## config.mk

```make
export PLATFORM = sky130hd
export DESIGN_NAME = pwr_stopclk_ctrl
export DESIGN_NICKNAME = d
export VERILOG_FILES = /design/src/rtl/pwr_state_pkg.sv /design/src/rtl/pwr_brk_track.sv /design/src/rtl/pwr_seq.sv /design/src/rtl/pwr_state_fsm.sv /design/src/rtl/pwr_stopclk_ctrl.sv
export SDC_FILE = /design/constraint.sdc
export NUM_CORES = 1
export LEC_CHECK = 0
export ABC_CLOCK_PERIOD_IN_PS = 2200
export BUFFER_PORTS_ARGS = -buffer_cell sky130_fd_sc_hd__buf_2
export CORE_MARGIN = 1
export CORE_UTILIZATION = 48
export DETAILED_ROUTE_END_ITERATION = 10
export PLACE_DENSITY = 0.8
export REMOVE_ABC_BUFFERS = 1
export SLEW_MARGIN = 30
export SYNTH_ARGS = -nofsm -noshare
export SYNTH_HDL_FRONTEND = slang
export SYNTH_SLANG_ARGS = --single-unit
```

## constraint.sdc

```tcl
create_clock -name clk_i -period 2.2 [get_ports clk_i]
set_input_delay 0.11 -clock clk_i [delete_from_list [all_inputs] [get_ports clk_i]]
set_output_delay 0.11 -clock clk_i [all_outputs]
set_load 0.02 [all_outputs]
```

## src/rtl/pwr_state_pkg.sv

```systemverilog
`timescale 1ns/1ps
package pwr_state_pkg;
  typedef enum logic [2:0] {
    PS_RUN      = 3'd0,
    PS_HALT     = 3'd1,
    PS_HALT_SNP = 3'd2,
    PS_SGNT     = 3'd3,
    PS_SGNT_SNP = 3'd4,
    PS_RESTORE  = 3'd5
  } pstate_e;

  typedef enum logic [2:0] {
    SQ_IDLE      = 3'd0,
    SQ_LOW_RATIO = 3'd1,
    SQ_LOW_VID   = 3'd2,
    SQ_UP_VID    = 3'd3,
    SQ_UP_RATIO  = 3'd4
  } seq_e;
endpackage

```

## src/rtl/pwr_brk_track.sv

```systemverilog
`timescale 1ns/1ps
module pwr_brk_track #(
  parameter int unsigned BRK_W = 6
) (
  input  logic             clk_i,
  input  logic             rst_ni,
  input  logic             soft_rst_i,
  input  logic [BRK_W-1:0] brk_i,
  input  logic             arm_i,
  input  logic             clr_i,
  output logic             brk_now_o
);
  logic pend_q;
  logic brk_any;

  assign brk_any = |brk_i;

  always_ff @(posedge clk_i or negedge rst_ni) begin
    if (!rst_ni)                  pend_q <= 1'b0;
    else if (soft_rst_i || clr_i) pend_q <= 1'b0;
    else if (arm_i && brk_any)    pend_q <= 1'b1;
  end

  assign brk_now_o = brk_any | pend_q;

  // a break seen in halt and not consumed must stay visible
  p_held_break_r8: assert property (@(posedge clk_i) disable iff (!rst_ni)
    (arm_i && brk_any && !clr_i && !soft_rst_i) |=> brk_now_o);
endmodule

```

## src/rtl/pwr_seq.sv

```systemverilog
`timescale 1ns/1ps
module pwr_seq
  import pwr_state_pkg::*;
#(
  parameter int unsigned VID_W   = 8,
  parameter int unsigned RATIO_W = 6
) (
  input  logic               clk_i,
  input  logic               rst_ni,
  input  logic               abort_i,
  input  logic               start_ent_i,
  input  logic               start_exit_i,
  input  logic [VID_W-1:0]   cur_vid_i,
  input  logic [RATIO_W-1:0] cur_ratio_i,
  input  logic [VID_W-1:0]   min_vid_i,
  input  logic [RATIO_W-1:0] min_ratio_i,
  input  logic               vid_done_i,
  input  logic               ratio_done_i,
  output logic               vid_req_o,
  output logic [VID_W-1:0]   vid_val_o,
  output logic               ratio_req_o,
  output logic [RATIO_W-1:0] ratio_val_o,
  output logic               busy_o,
  output logic               ext_o,
  output logic               exit_done_o
);
  seq_e               sq_q;
  logic               ext_q;
  logic [VID_W-1:0]   sv_vid_q;
  logic [RATIO_W-1:0] sv_ratio_q;

  always_ff @(posedge clk_i or negedge rst_ni) begin
    if (!rst_ni) begin
      sq_q       <= SQ_IDLE;
      ext_q      <= 1'b0;
      sv_vid_q   <= '0;
      sv_ratio_q <= '0;
    end else if (abort_i) begin
      sq_q  <= SQ_IDLE;
      ext_q <= 1'b0;
    end else begin
      unique case (sq_q)
        SQ_IDLE: begin
          if (start_ent_i) begin
            sv_vid_q   <= cur_vid_i;
            sv_ratio_q <= cur_ratio_i;
            ext_q      <= 1'b1;
            sq_q       <= SQ_LOW_RATIO;
          end else if (start_exit_i && ext_q) begin
            sq_q <= SQ_UP_VID;
          end
        end
        SQ_LOW_RATIO: if (ratio_done_i) sq_q <= SQ_LOW_VID;
        SQ_LOW_VID:   if (vid_done_i)   sq_q <= SQ_IDLE;
        SQ_UP_VID:    if (vid_done_i)   sq_q <= SQ_UP_RATIO;
        SQ_UP_RATIO: begin
          if (ratio_done_i) begin
            sq_q  <= SQ_IDLE;
            ext_q <= 1'b0;
          end
        end
        default: sq_q <= SQ_IDLE;
      endcase
    end
  end

  assign vid_req_o   = (sq_q == SQ_LOW_VID)   || (sq_q == SQ_UP_VID);
  assign ratio_req_o = (sq_q == SQ_LOW_RATIO) || (sq_q == SQ_UP_RATIO);
  assign vid_val_o   = (sq_q == SQ_UP_VID)   ? sv_vid_q   : min_vid_i;
  assign ratio_val_o = (sq_q == SQ_UP_RATIO) ? sv_ratio_q : min_ratio_i;
  assign busy_o      = (sq_q != SQ_IDLE);
  assign ext_o       = ext_q;
  assign exit_done_o = (sq_q == SQ_UP_RATIO) && ratio_done_i;

  p_vid_hold_r12: assert property (@(posedge clk_i) disable iff (!rst_ni)
    (vid_req_o && !vid_done_i && !abort_i) |=> vid_req_o);
  p_ratio_hold_r12: assert property (@(posedge clk_i) disable iff (!rst_ni)
    (ratio_req_o && !ratio_done_i && !abort_i) |=> ratio_req_o);
  // lowering: voltage step only after ratio step completed
  p_lower_order_r9: assert property (@(posedge clk_i) disable iff (!rst_ni)
    (sq_q == SQ_LOW_VID && $past(sq_q) != SQ_LOW_VID) |-> $past(ratio_done_i));
  p_one_req_r12: assert property (@(posedge clk_i) disable iff (!rst_ni)
    $onehot0({vid_req_o, ratio_req_o}));
endmodule

```

## src/rtl/pwr_state_fsm.sv

```systemverilog
`timescale 1ns/1ps
module pwr_state_fsm
  import pwr_state_pkg::*;
(
  input  logic    clk_i,
  input  logic    rst_ni,
  input  logic    soft_rst_i,
  input  logic    halt_req_i,
  input  logic    stpclk_ni,
  input  logic    snp_req_i,
  input  logic    snp_done_i,
  input  logic    brk_now_i,
  input  logic    ext_ok_i,
  input  logic    seq_busy_i,
  input  logic    seq_ext_i,
  input  logic    exit_done_i,
  output pstate_e state_o,
  output logic    halt_cyc_o,
  output logic    start_ent_o,
  output logic    start_exit_o,
  output logic    arm_o,
  output logic    clr_o
);
  pstate_e st_q, st_d;
  logic    from_halt_q, from_halt_d;
  logic    hc_q;
  logic    ent, ext_exit, clr;

  always_comb begin
    st_d        = st_q;
    from_halt_d = from_halt_q;
    ent         = 1'b0;
    ext_exit    = 1'b0;
    clr         = 1'b0;
    unique case (st_q)
      PS_RUN: begin
        if (!stpclk_ni) begin
          st_d        = PS_SGNT;
          from_halt_d = 1'b0;
        end else if (halt_req_i) begin
          st_d = PS_HALT;
          ent  = ext_ok_i;
        end
      end
      PS_HALT: begin
        if (snp_req_i) begin
          st_d = PS_HALT_SNP;
        end else if (!stpclk_ni) begin
          st_d        = PS_SGNT;
          from_halt_d = 1'b1;
        end else if (brk_now_i && !seq_busy_i) begin
          clr = 1'b1;
          if (seq_ext_i) begin
            st_d     = PS_RESTORE;
            ext_exit = 1'b1;
          end else begin
            st_d = PS_RUN;
          end
        end
      end
      PS_HALT_SNP: if (snp_done_i) st_d = PS_HALT;
      PS_SGNT: begin
        if (snp_req_i)     st_d = PS_SGNT_SNP;
        else if (stpclk_ni) st_d = from_halt_q ? PS_HALT : PS_RUN;
      end
      PS_SGNT_SNP: if (snp_done_i) st_d = PS_SGNT;
      PS_RESTORE:  if (exit_done_i) st_d = PS_RUN;
      default:     st_d = PS_RUN;
    endcase
  end

  always_ff @(posedge clk_i or negedge rst_ni) begin
    if (!rst_ni) begin
      st_q        <= PS_RUN;
      from_halt_q <= 1'b0;
      hc_q        <= 1'b0;
    end else if (soft_rst_i) begin
      st_q        <= PS_RUN;
      from_halt_q <= 1'b0;
      hc_q        <= 1'b0;
    end else begin
      st_q        <= st_d;
      from_halt_q <= from_halt_d;
      hc_q        <= (st_q == PS_RUN) && (st_d == PS_HALT);
    end
  end

  assign state_o      = st_q;
  assign halt_cyc_o   = hc_q;
  assign start_ent_o  = ent & ~soft_rst_i;
  assign start_exit_o = ext_exit & ~soft_rst_i;
  assign arm_o        = (st_q == PS_HALT) || (st_q == PS_HALT_SNP);
  assign clr_o        = clr;

  p_halt_cyc_r2: assert property (@(posedge clk_i) disable iff (!rst_ni)
    halt_cyc_o |-> (st_q == PS_HALT) && ($past(st_q) == PS_RUN));
  p_snp_return_r4: assert property (@(posedge clk_i) disable iff (!rst_ni)
    ($past(st_q) == PS_HALT_SNP && st_q != PS_HALT_SNP && !$past(soft_rst_i))
      |-> st_q == PS_HALT);
  p_sgnt_snp_return_r5: assert property (@(posedge clk_i) disable iff (!rst_ni)
    ($past(st_q) == PS_SGNT_SNP && st_q != PS_SGNT_SNP && !$past(soft_rst_i))
      |-> st_q == PS_SGNT);
  p_soft_rst_r1: assert property (@(posedge clk_i) disable iff (!rst_ni)
    soft_rst_i |=> (st_q == PS_RUN) && !halt_cyc_o);
  p_restore_end_r10: assert property (@(posedge clk_i) disable iff (!rst_ni)
    ($past(st_q) == PS_RESTORE && st_q == PS_RUN)
      |-> $past(exit_done_i || soft_rst_i));
endmodule

```

## src/rtl/pwr_stopclk_ctrl.sv

```systemverilog
`timescale 1ns/1ps
module pwr_stopclk_ctrl
  import pwr_state_pkg::*;
#(
  parameter int unsigned BRK_W   = 6,
  parameter int unsigned VID_W   = 8,
  parameter int unsigned RATIO_W = 6
) (
  input  logic               clk_i,
  input  logic               rst_ni,
  input  logic               soft_rst_i,
  input  logic               ext_halt_en_i,
  input  logic               halt_req_i,
  input  logic               stpclk_ni,
  input  logic               snp_req_i,
  input  logic               snp_done_i,
  input  logic [BRK_W-1:0]   brk_i,
  input  logic [VID_W-1:0]   cur_vid_i,
  input  logic [RATIO_W-1:0] cur_ratio_i,
  input  logic [VID_W-1:0]   min_vid_i,
  input  logic [RATIO_W-1:0] min_ratio_i,
  input  logic               vid_done_i,
  input  logic               ratio_done_i,
  output logic [2:0]         state_o,
  output logic               halt_cyc_o,
  output logic               snoop_svc_o,
  output logic               vid_req_o,
  output logic [VID_W-1:0]   vid_val_o,
  output logic               ratio_req_o,
  output logic [RATIO_W-1:0] ratio_val_o
);
  pstate_e st;
  logic    brk_now, arm, clr;
  logic    start_ent, start_exit;
  logic    seq_busy, seq_ext, exit_done;
  logic    ext_ok;

  assign ext_ok = ext_halt_en_i && (cur_ratio_i != min_ratio_i);

  pwr_brk_track #(.BRK_W(BRK_W)) u_brk (
    .clk_i      (clk_i),
    .rst_ni     (rst_ni),
    .soft_rst_i (soft_rst_i),
    .brk_i      (brk_i),
    .arm_i      (arm),
    .clr_i      (clr),
    .brk_now_o  (brk_now)
  );

  pwr_state_fsm u_fsm (
    .clk_i        (clk_i),
    .rst_ni       (rst_ni),
    .soft_rst_i   (soft_rst_i),
    .halt_req_i   (halt_req_i),
    .stpclk_ni    (stpclk_ni),
    .snp_req_i    (snp_req_i),
    .snp_done_i   (snp_done_i),
    .brk_now_i    (brk_now),
    .ext_ok_i     (ext_ok),
    .seq_busy_i   (seq_busy),
    .seq_ext_i    (seq_ext),
    .exit_done_i  (exit_done),
    .state_o      (st),
    .halt_cyc_o   (halt_cyc_o),
    .start_ent_o  (start_ent),
    .start_exit_o (start_exit),
    .arm_o        (arm),
    .clr_o        (clr)
  );

  pwr_seq #(.VID_W(VID_W), .RATIO_W(RATIO_W)) u_seq (
    .clk_i        (clk_i),
    .rst_ni       (rst_ni),
    .abort_i      (soft_rst_i),
    .start_ent_i  (start_ent),
    .start_exit_i (start_exit),
    .cur_vid_i    (cur_vid_i),
    .cur_ratio_i  (cur_ratio_i),
    .min_vid_i    (min_vid_i),
    .min_ratio_i  (min_ratio_i),
    .vid_done_i   (vid_done_i),
    .ratio_done_i (ratio_done_i),
    .vid_req_o    (vid_req_o),
    .vid_val_o    (vid_val_o),
    .ratio_req_o  (ratio_req_o),
    .ratio_val_o  (ratio_val_o),
    .busy_o       (seq_busy),
    .ext_o        (seq_ext),
    .exit_done_o  (exit_done)
  );

  assign state_o     = st;
  assign snoop_svc_o = (st == PS_HALT_SNP) || (st == PS_SGNT_SNP);

  // restore: ratio step may only start after the voltage step finished
  p_exit_order_r10: assert property (@(posedge clk_i) disable iff (!rst_ni)
    (st == PS_RESTORE && $rose(ratio_req_o)) |-> $past(vid_req_o && vid_done_i));
  p_no_req_in_run_r11: assert property (@(posedge clk_i) disable iff (!rst_ni)
    (st == PS_RUN && $past(st) == PS_RUN) |-> !vid_req_o && !ratio_req_o);
  p_svc_only_snoop_r4: assert property (@(posedge clk_i) disable iff (!rst_ni)
    snoop_svc_o |-> $past(snp_req_i) || $past(snoop_svc_o));
endmodule

```

==> metrics.md, run 1 <==
| Metric | Value |
|---|---|
| Starting DRT DRC Count | 48 |
| Clock Pin Slew Worst Setup and Hold Paths | 0.13 ns |
| Sum Neg Setup Slack | 0 ns |
| Largest net degree at the start of global routing | 25 |
| Std-Cell Core Area | 0.00308 sq mm |
| Worst Setup Start Kind | flip-flop |
| Ys async rst share | 1.00 |
| Crit Path Max Fanout | 10 |
| Initial antenna violation count | 0 |
| CTS H-Tree Depth | 1 |
| Routed wire length | 3340 microns |
| Cell area power density | 654 mW/mm^2 |
| Fillers | 254 |
| Yosys Warn Count | 0 |
| Clk_lat worst skew | 0.31 ns |
| Max Clk Rate | a little over 500 MHz |
| Die H | 59.2 microns |
| P_int | around 0.90 mW |
| Total clock sinks | 24 |
| Vias in the first global route | about 1300 |
| Clock share of power | 0.181 |
| Layout cell share with drive strength beyond 1 | 0.509 |
| Post-synth EDFFs | 0 |
| Cell area after synthesis | 0.00157 sq mm |
| Combinational power share | 0.331 |
| Total gr overflow | 0 |
| GP Congestion | about 0.9 |
| Clock period minus worst slack | 1.97 ns |
| Switching Share | 0.303 |
| WHS | 0.0188 ns |
| Final max-slew violation count | 0 |
| IO buf count | 64 |
| Worst vdd ir | 0.000347 V |
| Number of CTS-inserted buffers | 3 |
| Mapped Avg Cell Area | 10.8 sq um |
| DRT antenna net count | 0 |
| Row count | 20 |
| Crit share post-route | 0.895 |
| I/O Pins | 65 |
| DR DRC count | 0 |
| Unrepaired setup endpoints after global routing | no |
| Worst path arrival time | 1.86 ns |
| Worst rel slew slack | 0.639 |
| Root Buffer | clkbuf_4 |
| P_leak | 0.959 nW |
| Seq/Total Area, Yosys | 0.382 |
| CTS tree | done |
| Power share of the sequential group | 0.489 |
| Status | complete, no violations |
| DP Area | 0.00193 sq mm |
| Worst Tran Pin Value | 0.542 ns |
| DP Wirelength | 2670 microns |
| DRT Pass-1 Iters | 4 |
| Total GRT Usage | 0.210 |
| WL per Instance | 13.1 microns |
| Post-synth cell types | 44 |
| Die width | 59.2 microns |
| Synth Instances | between 100 and 150 |
| Layout Nets | about 260 |
| CTS Buffer Depth | 2 |
| Most used DFF post-synth | dfrtp_1 |
| Global-route wire length before repair | approximately 5600 microns |
| Clock skew | approximately 0.0022 ns |
| Crit path kind | flip-flop to output port |
| FF+latch count, synth | 24 |
| Hold Fails Final Rpt | 0 |
| Area growth from synthesis to layout | 26.0% |
| Antenna diode count | 0 |
| Vias per cell | 5.29 |
| Switching pwr | 0.392 mW |
| Max-cap violations | 0 |
| Setup bufs post-CTS | 0 |
| Starting density of the core | 0.510 |
| Critical Path Sink Type | output port |
| HP Class | input pin to flip-flop |
| Design Area, Final | roughly 0.0020 sq mm |
| Die footprint | about 0.0035 sq mm |
| Final setup violating endpoints | 0 |
| Crit path required time | approximately 2.1 ns |
| Via count | 1354 |
## worst max-delay path: stages (launching register included)
cell	delay (ns)
dfrtp_1	0.52
nor2b_1	0.26
nand2_1	0.26
mux2_2	0.35
buf_2	0.16
## what timing repair did
action,in CTS,in global routing
hold endpoints to repair,24,0
gates resized for setup,0,0
hold buffers,1,0
## routing by layer
layer  wire length [microns]  global-route usage
met1                    1540               0.295
met2                    1610               0.342
met3                     192              0.0262
met4                      10              0.0544
met5                       0                   0
## worst paths after layout
| path | start | to | slack (ns) | cells after the start |
|---|---|---|---|---|
| max | u_seq.sq_q[1] | vid_val_o[1] | 0.23 | 4 |
| min | cur_vid_i[2] | u_seq.sv_vid_q[2] | 0.02 | 2 |
| max reg2reg | u_seq.sq_q[1] | u_seq.sv_vid_q[5] | 0.30 | 5 |
| min reg2reg | u_seq.sv_vid_q[7] | u_seq.sv_vid_q[7] | 0.53 | 1 |
| max in group asynchronous | rst_ni | u_seq.sv_vid_q[7] | 1.55 | 2 |
| min in group asynchronous | rst_ni | u_brk.pend_q | 0.29 | 2 |
## synthesized netlist by cell type, drive strengths merged, types with 3 or more instances
| master | count | area, sq um |
|---|---|---|
| a31oi | 6 | 52.6 |
| nand4 | 3 | 18.8 |
| a21oi | 6 | 30.0 |
| mux2 | 28 | 349 |
| a211oi | 3 | 22.5 |
| nor2 | 8 | 30.0 |
| o21ai | 4 | 20.0 |
| dfrtp | 24 | 601 |
| nor3 | 6 | 35.0 |
| xor2 | 4 | 35.0 |
| nand2b | 3 | 18.8 |
| a2bb2oi | 3 | 26.3 |
| xnor2 | 4 | 35.0 |
| nand2 | 7 | 26.3 |
| buf | 6 | 47.5 |
| inv | 6 | 22.5 |
## cell families (layout without fill, tap and decap cells)
group                  after synthesis  after routing  share of synthesized area
AND/OR/NAND/NOR                     41             41                      0.156
AO/OA/AOI/OAI                       30             30                      0.141
multiplexers                        29             29                      0.229
flip-flops                          24             24                      0.382
buffers and inverters               13             80                     0.0470
XOR/XNOR                             8              8                     0.0446
## cell usage in the layout (no fill, tap or decap), types with 2 or more instances in the layout
cell type,count
dfrtp_1,24
a2bb2oi_1,3
a211oi_1,3
nor2_1,8
nor3_1,5
a31oi_1,5
xnor2_1,4
nand2b_1,3
nand4_1,3
mux2_4,9
buf_4,5
inv_1,6
clkbuf_4,3
and3_1,2
nand2_1,7
xor2_1,4
buf_2,64
mux2_2,19
o21ai_0,4
nor2b_1,2
a21oi_1,6
a32oi_1,2
## area by class of cell
class                      count  area, sq um  share of cell area
clock buffer                   4         36.3              0.0183
inverter                       6         22.5              0.0114
multi-input combinational    108          896               0.453
sequential                    24          601               0.304
tap                           44         55.1              0.0278
timing repair buffer          70          368               0.186
## flip-flops by register name, indices dropped and copies added, names as in the netlist
name	count
u_seq.sq_q	3
u_seq.sv_ratio_q	6
u_fsm.state_o	3
u_seq.ext_o	1
u_brk.pend_q	1
u_fsm.from_halt_q	1
u_fsm.halt_cyc_o	1
u_seq.sv_vid_q	8
## through the flow
stage | total power [mW] | setup slack [ns] | std cells | util
global placement | 1.06 | 0.370 | 251 | 0.628
detailed placement | 1.07 | 0.332 | 251 | 0.628
floorplan | 0.920 | 0.207 | 138 | -
finish | 1.29 | 0.232 | 256 | 0.643
CTS | 1.30 | 0.210 | 256 | 0.643
global route | 1.38 | 0.0399 | 256 | 0.643
## power by group through the flow
stage	logic (mW)	registers, mW	clock network, mW
after floorplan	0.280	0.640	0
after global placement	0.415	0.640	0
after detailed placement	0.432	0.638	0
after CTS	0.431	0.632	0.240
after global routing	0.468	0.651	0.258
final	0.428	0.632	0.234
Note: power is estimated with default switching activity, not from simulation.
==> run 2, diff against run 1 <==
--- a/config.mk
+++ b/config.mk
@@ -11,5 +11,5 @@
 export CORE_UTILIZATION = 48
 export DETAILED_ROUTE_END_ITERATION = 10
-export PLACE_DENSITY = 0.8
+export PLACE_DENSITY = 0.86
 export REMOVE_ABC_BUFFERS = 1
 export SLEW_MARGIN = 30
==> constraint.sdc (replaced) <==
create_clock -name clk_i -period 2.2 [get_ports clk_i]
set_input_delay 0.11 -clock clk_i [delete_from_list [all_inputs] [get_ports clk_i]]
set_output_delay 0.11 -clock clk_i [all_outputs]
set_load 0.005 [all_outputs]
==> run 2 against run 1 <==
Against the previous run: first-iteration DRC count down 33%; largest cell class unchanged; critical path type unchanged; core utilization down 0.69 points; hold slack better by 0.012 ns; setup slack better by 0.046 ns; count of clock-buffer cells in the layout down 1.
==> metrics.md, run 2 (same netlist as run 1, synthesis figures left out) <==
| Metric | Value |
|---|---|
| Via count | 1353 (-0.074%) |
| Largest net degree at the start of global routing | 25 (unchanged) |
| GP Congestion | 0.874 (-0.60%) |
| Area growth from synthesis to layout | 24.6% |
| Max-cap violations | 0 (unchanged) |
| HP Class | input pin to flip-flop |
| P_leak | 0.946 nW (-1.3%) |
| Unrepaired setup endpoints after global routing | no |
| Post-Place Worst Slack | 0.330 ns (-0.00190 ns) |
| Starting DRT DRC Count | 32 (-33%) |
| WL per Instance | 13.7 microns (+5.2%) |
| Sum Neg Setup Slack | 0 ns (unchanged) |
| Clock skew | 0.00758 ns (+0.00539 ns) |
| Worst Setup Start Kind | flip-flop |
| Antenna diode count | 0 (unchanged) |
| Critical Path Sink Type | output port |
| Crit Path Max Fanout | 10 (unchanged) |
| Top Registers | u_seq.sv_vid_q: 8 flops, u_seq.sv_ratio_q: 6 flops |
| Hold-fix buffers, CTS | 1 (unchanged) |
| CTS Buffer Depth | 2 (unchanged) |
| Hold Fails Final Rpt | 0 (unchanged) |
| Total GRT Usage | 0.217 (+0.00678) |
| Clk_lat worst skew | 0.31 ns (about the same) |
| Biggest register | u_seq.sv_vid_q |
| Post-CTS sizing | 0 (unchanged) |
| Max Clk Rate | 520 MHz (+2.4%) |
| Clock period minus worst slack | 1.92 ns (-0.0456 ns) |
| Root Buffer | clkbuf_4 |
| Worst vdd ir | 0.000303 V (-13%) |
| Worst path arrival time | 1.81 ns (-0.05 ns) |
| Initial antenna violation count | 0 (unchanged) |
| CTS tree | done |
| Crit path kind | flip-flop to output port |
| Die H | 59.2 microns (unchanged) |
| Max reg flops | 8 (unchanged) |
| Vias per cell | 5.33 (+0.71%) |
| Layout Nets | 256 (-0.39%) |
| Total gr overflow | 0 (unchanged) |
| Most common cell after layout, fill and taps aside | buf_2 |
| Worst Tran Pin Value | 0.527 ns (-0.0146 ns) |
| Status | complete, no violations |
| Final worst slack | 0.277 ns (+0.0456 ns) |
| Starting density of the core | 0.510 (unchanged) |
| Final setup violating endpoints | 0 (unchanged) |
| Number of CTS-inserted buffers | 3 (unchanged) |
| Setup bufs post-CTS | 0 (unchanged) |
| Clock Pin Slew Worst Setup and Hold Paths | 0.12 ns (about the same) |
| DR DRC count | 0 (unchanged) |
| I/O Pins | 65 (unchanged) |
| Global-route wire length before repair | 5730 microns (+1.7%) |
| Crit path required time | 2.09 ns (about the same) |
| Final max-slew violation count | 0 (unchanged) |
| Std-Cell Core Area | 0.00308 sq mm (unchanged) |
| GRT met1 Usage | 0.287 (-0.00783) |
| Vias in the first global route | 1311 (+1.8%) |
| Die footprint | 0.00350 sq mm (unchanged) |
| DP Wirelength | 2800 microns (+5.1%) |
| DRT antenna net count | 0 (unchanged) |
| IO buf count | 64 (unchanged) |
| Die width | 59.2 microns (unchanged) |
| GRT met2 Usage | 0.364 (+0.0225) |
| Routed wire length | 3490 microns (+4.4%) |
| Crit share post-route | 0.874 (-0.0207) |
| GR Util met3 | 0.0240 (-0.00218) |
| Layout cell share with drive strength beyond 1 | 0.505 (-0.00467) |
| Row count | 20 (unchanged) |
| Most frequent cells in the layout | buf_2 (64), dfrtp_1 (24), mux2_2 (19) |
| Total clock sinks | 24 (unchanged) |
| Worst rel slew slack | 0.649 (+0.00974) |
| CTS H-Tree Depth | 1 (unchanged) |
| DRT Pass-1 Iters | 4 (unchanged) |
| Peak-usage layer in the global routing report | met2 |
| Cell area power density | 625 mW/mm^2 (-4.5%) |
run 2: cell types whose count changed in the layout (fill, tap and decap cells not counted), sizes merged:
cell and delta:
buf -1, clkbuf -1
run 2: critical path, stage by stage (launching register included):
cell     delay [ns]
dfrtp_1        0.52
nor2b_1        0.25
nand2_1        0.26
mux2_2         0.35
buf_2          0.13
run 2: worst paths after layout:
check / start / to / slack [ns] / depth (start not counted)
min in group asynchronous: rst_ni / u_fsm.halt_cyc_o / 0.29 / 2
hold reg to reg: u_seq.sv_ratio_q[0] / u_seq.sv_ratio_q[0] / 0.53 / 1
setup / recovery: u_seq.sq_q[1] / vid_val_o[3] / 0.28 / 4
max in group asynchronous: rst_ni / u_seq.sv_ratio_q[1] / 1.55 / 2
setup reg to reg: u_seq.sq_q[0] / u_seq.sv_vid_q[5] / 0.30 / 5
hold / removal: cur_vid_i[0] / u_seq.sv_vid_q[0] / 0.03 / 2
run 2: area by class of cell:
class / count / area (sq um)
fillers: 255 / 1120
repair buffers: 69 / 360
clock buffers: 3 / 22.5
multi-input cells: 108 / 896
inverters: 6 / 22.5
flip-flops and latches: 24 / 601
well taps: 44 / 55.1
run 2: where the power goes:
| part | leakage, nW | switching [mW] | internal (mW) | total, mW |
|---|---|---|---|---|
| logic | 0.626 | 0.148 | 0.239 | 0.387 |
| clock network | 0.0138 | 0.125 | 0.0639 | 0.189 |
| registers | 0.307 | 0.0862 | 0.561 | 0.647 |
run 2: per-layer routing:
| layer | vias up | wire length, microns |
|---|---|---|
| li1 | 663 | - |
| met1 | 623 | 1560 |
| met2 | 63 | 1650 |
| met3 | 4 | 240 |
| met4 | 0 | 36 |
| met5 | - | 0 |
run 2: through the flow:
stage	hold slack (ns)	instances	instance area (sq um)	utilization	power [mW]
5_1_grt	0.0227	254	1960	0.636	1.29
4_1_cts	0.0251	254	1960	0.636	1.22
3_3_place_gp	0.115	250	1920	0.625	1.02
2_1_floorplan	-0.186	138	1520	-	0.888
6_report	0.0304	254	1960	0.636	1.22
3_5_place_dp	0.123	250	1920	0.625	1.04
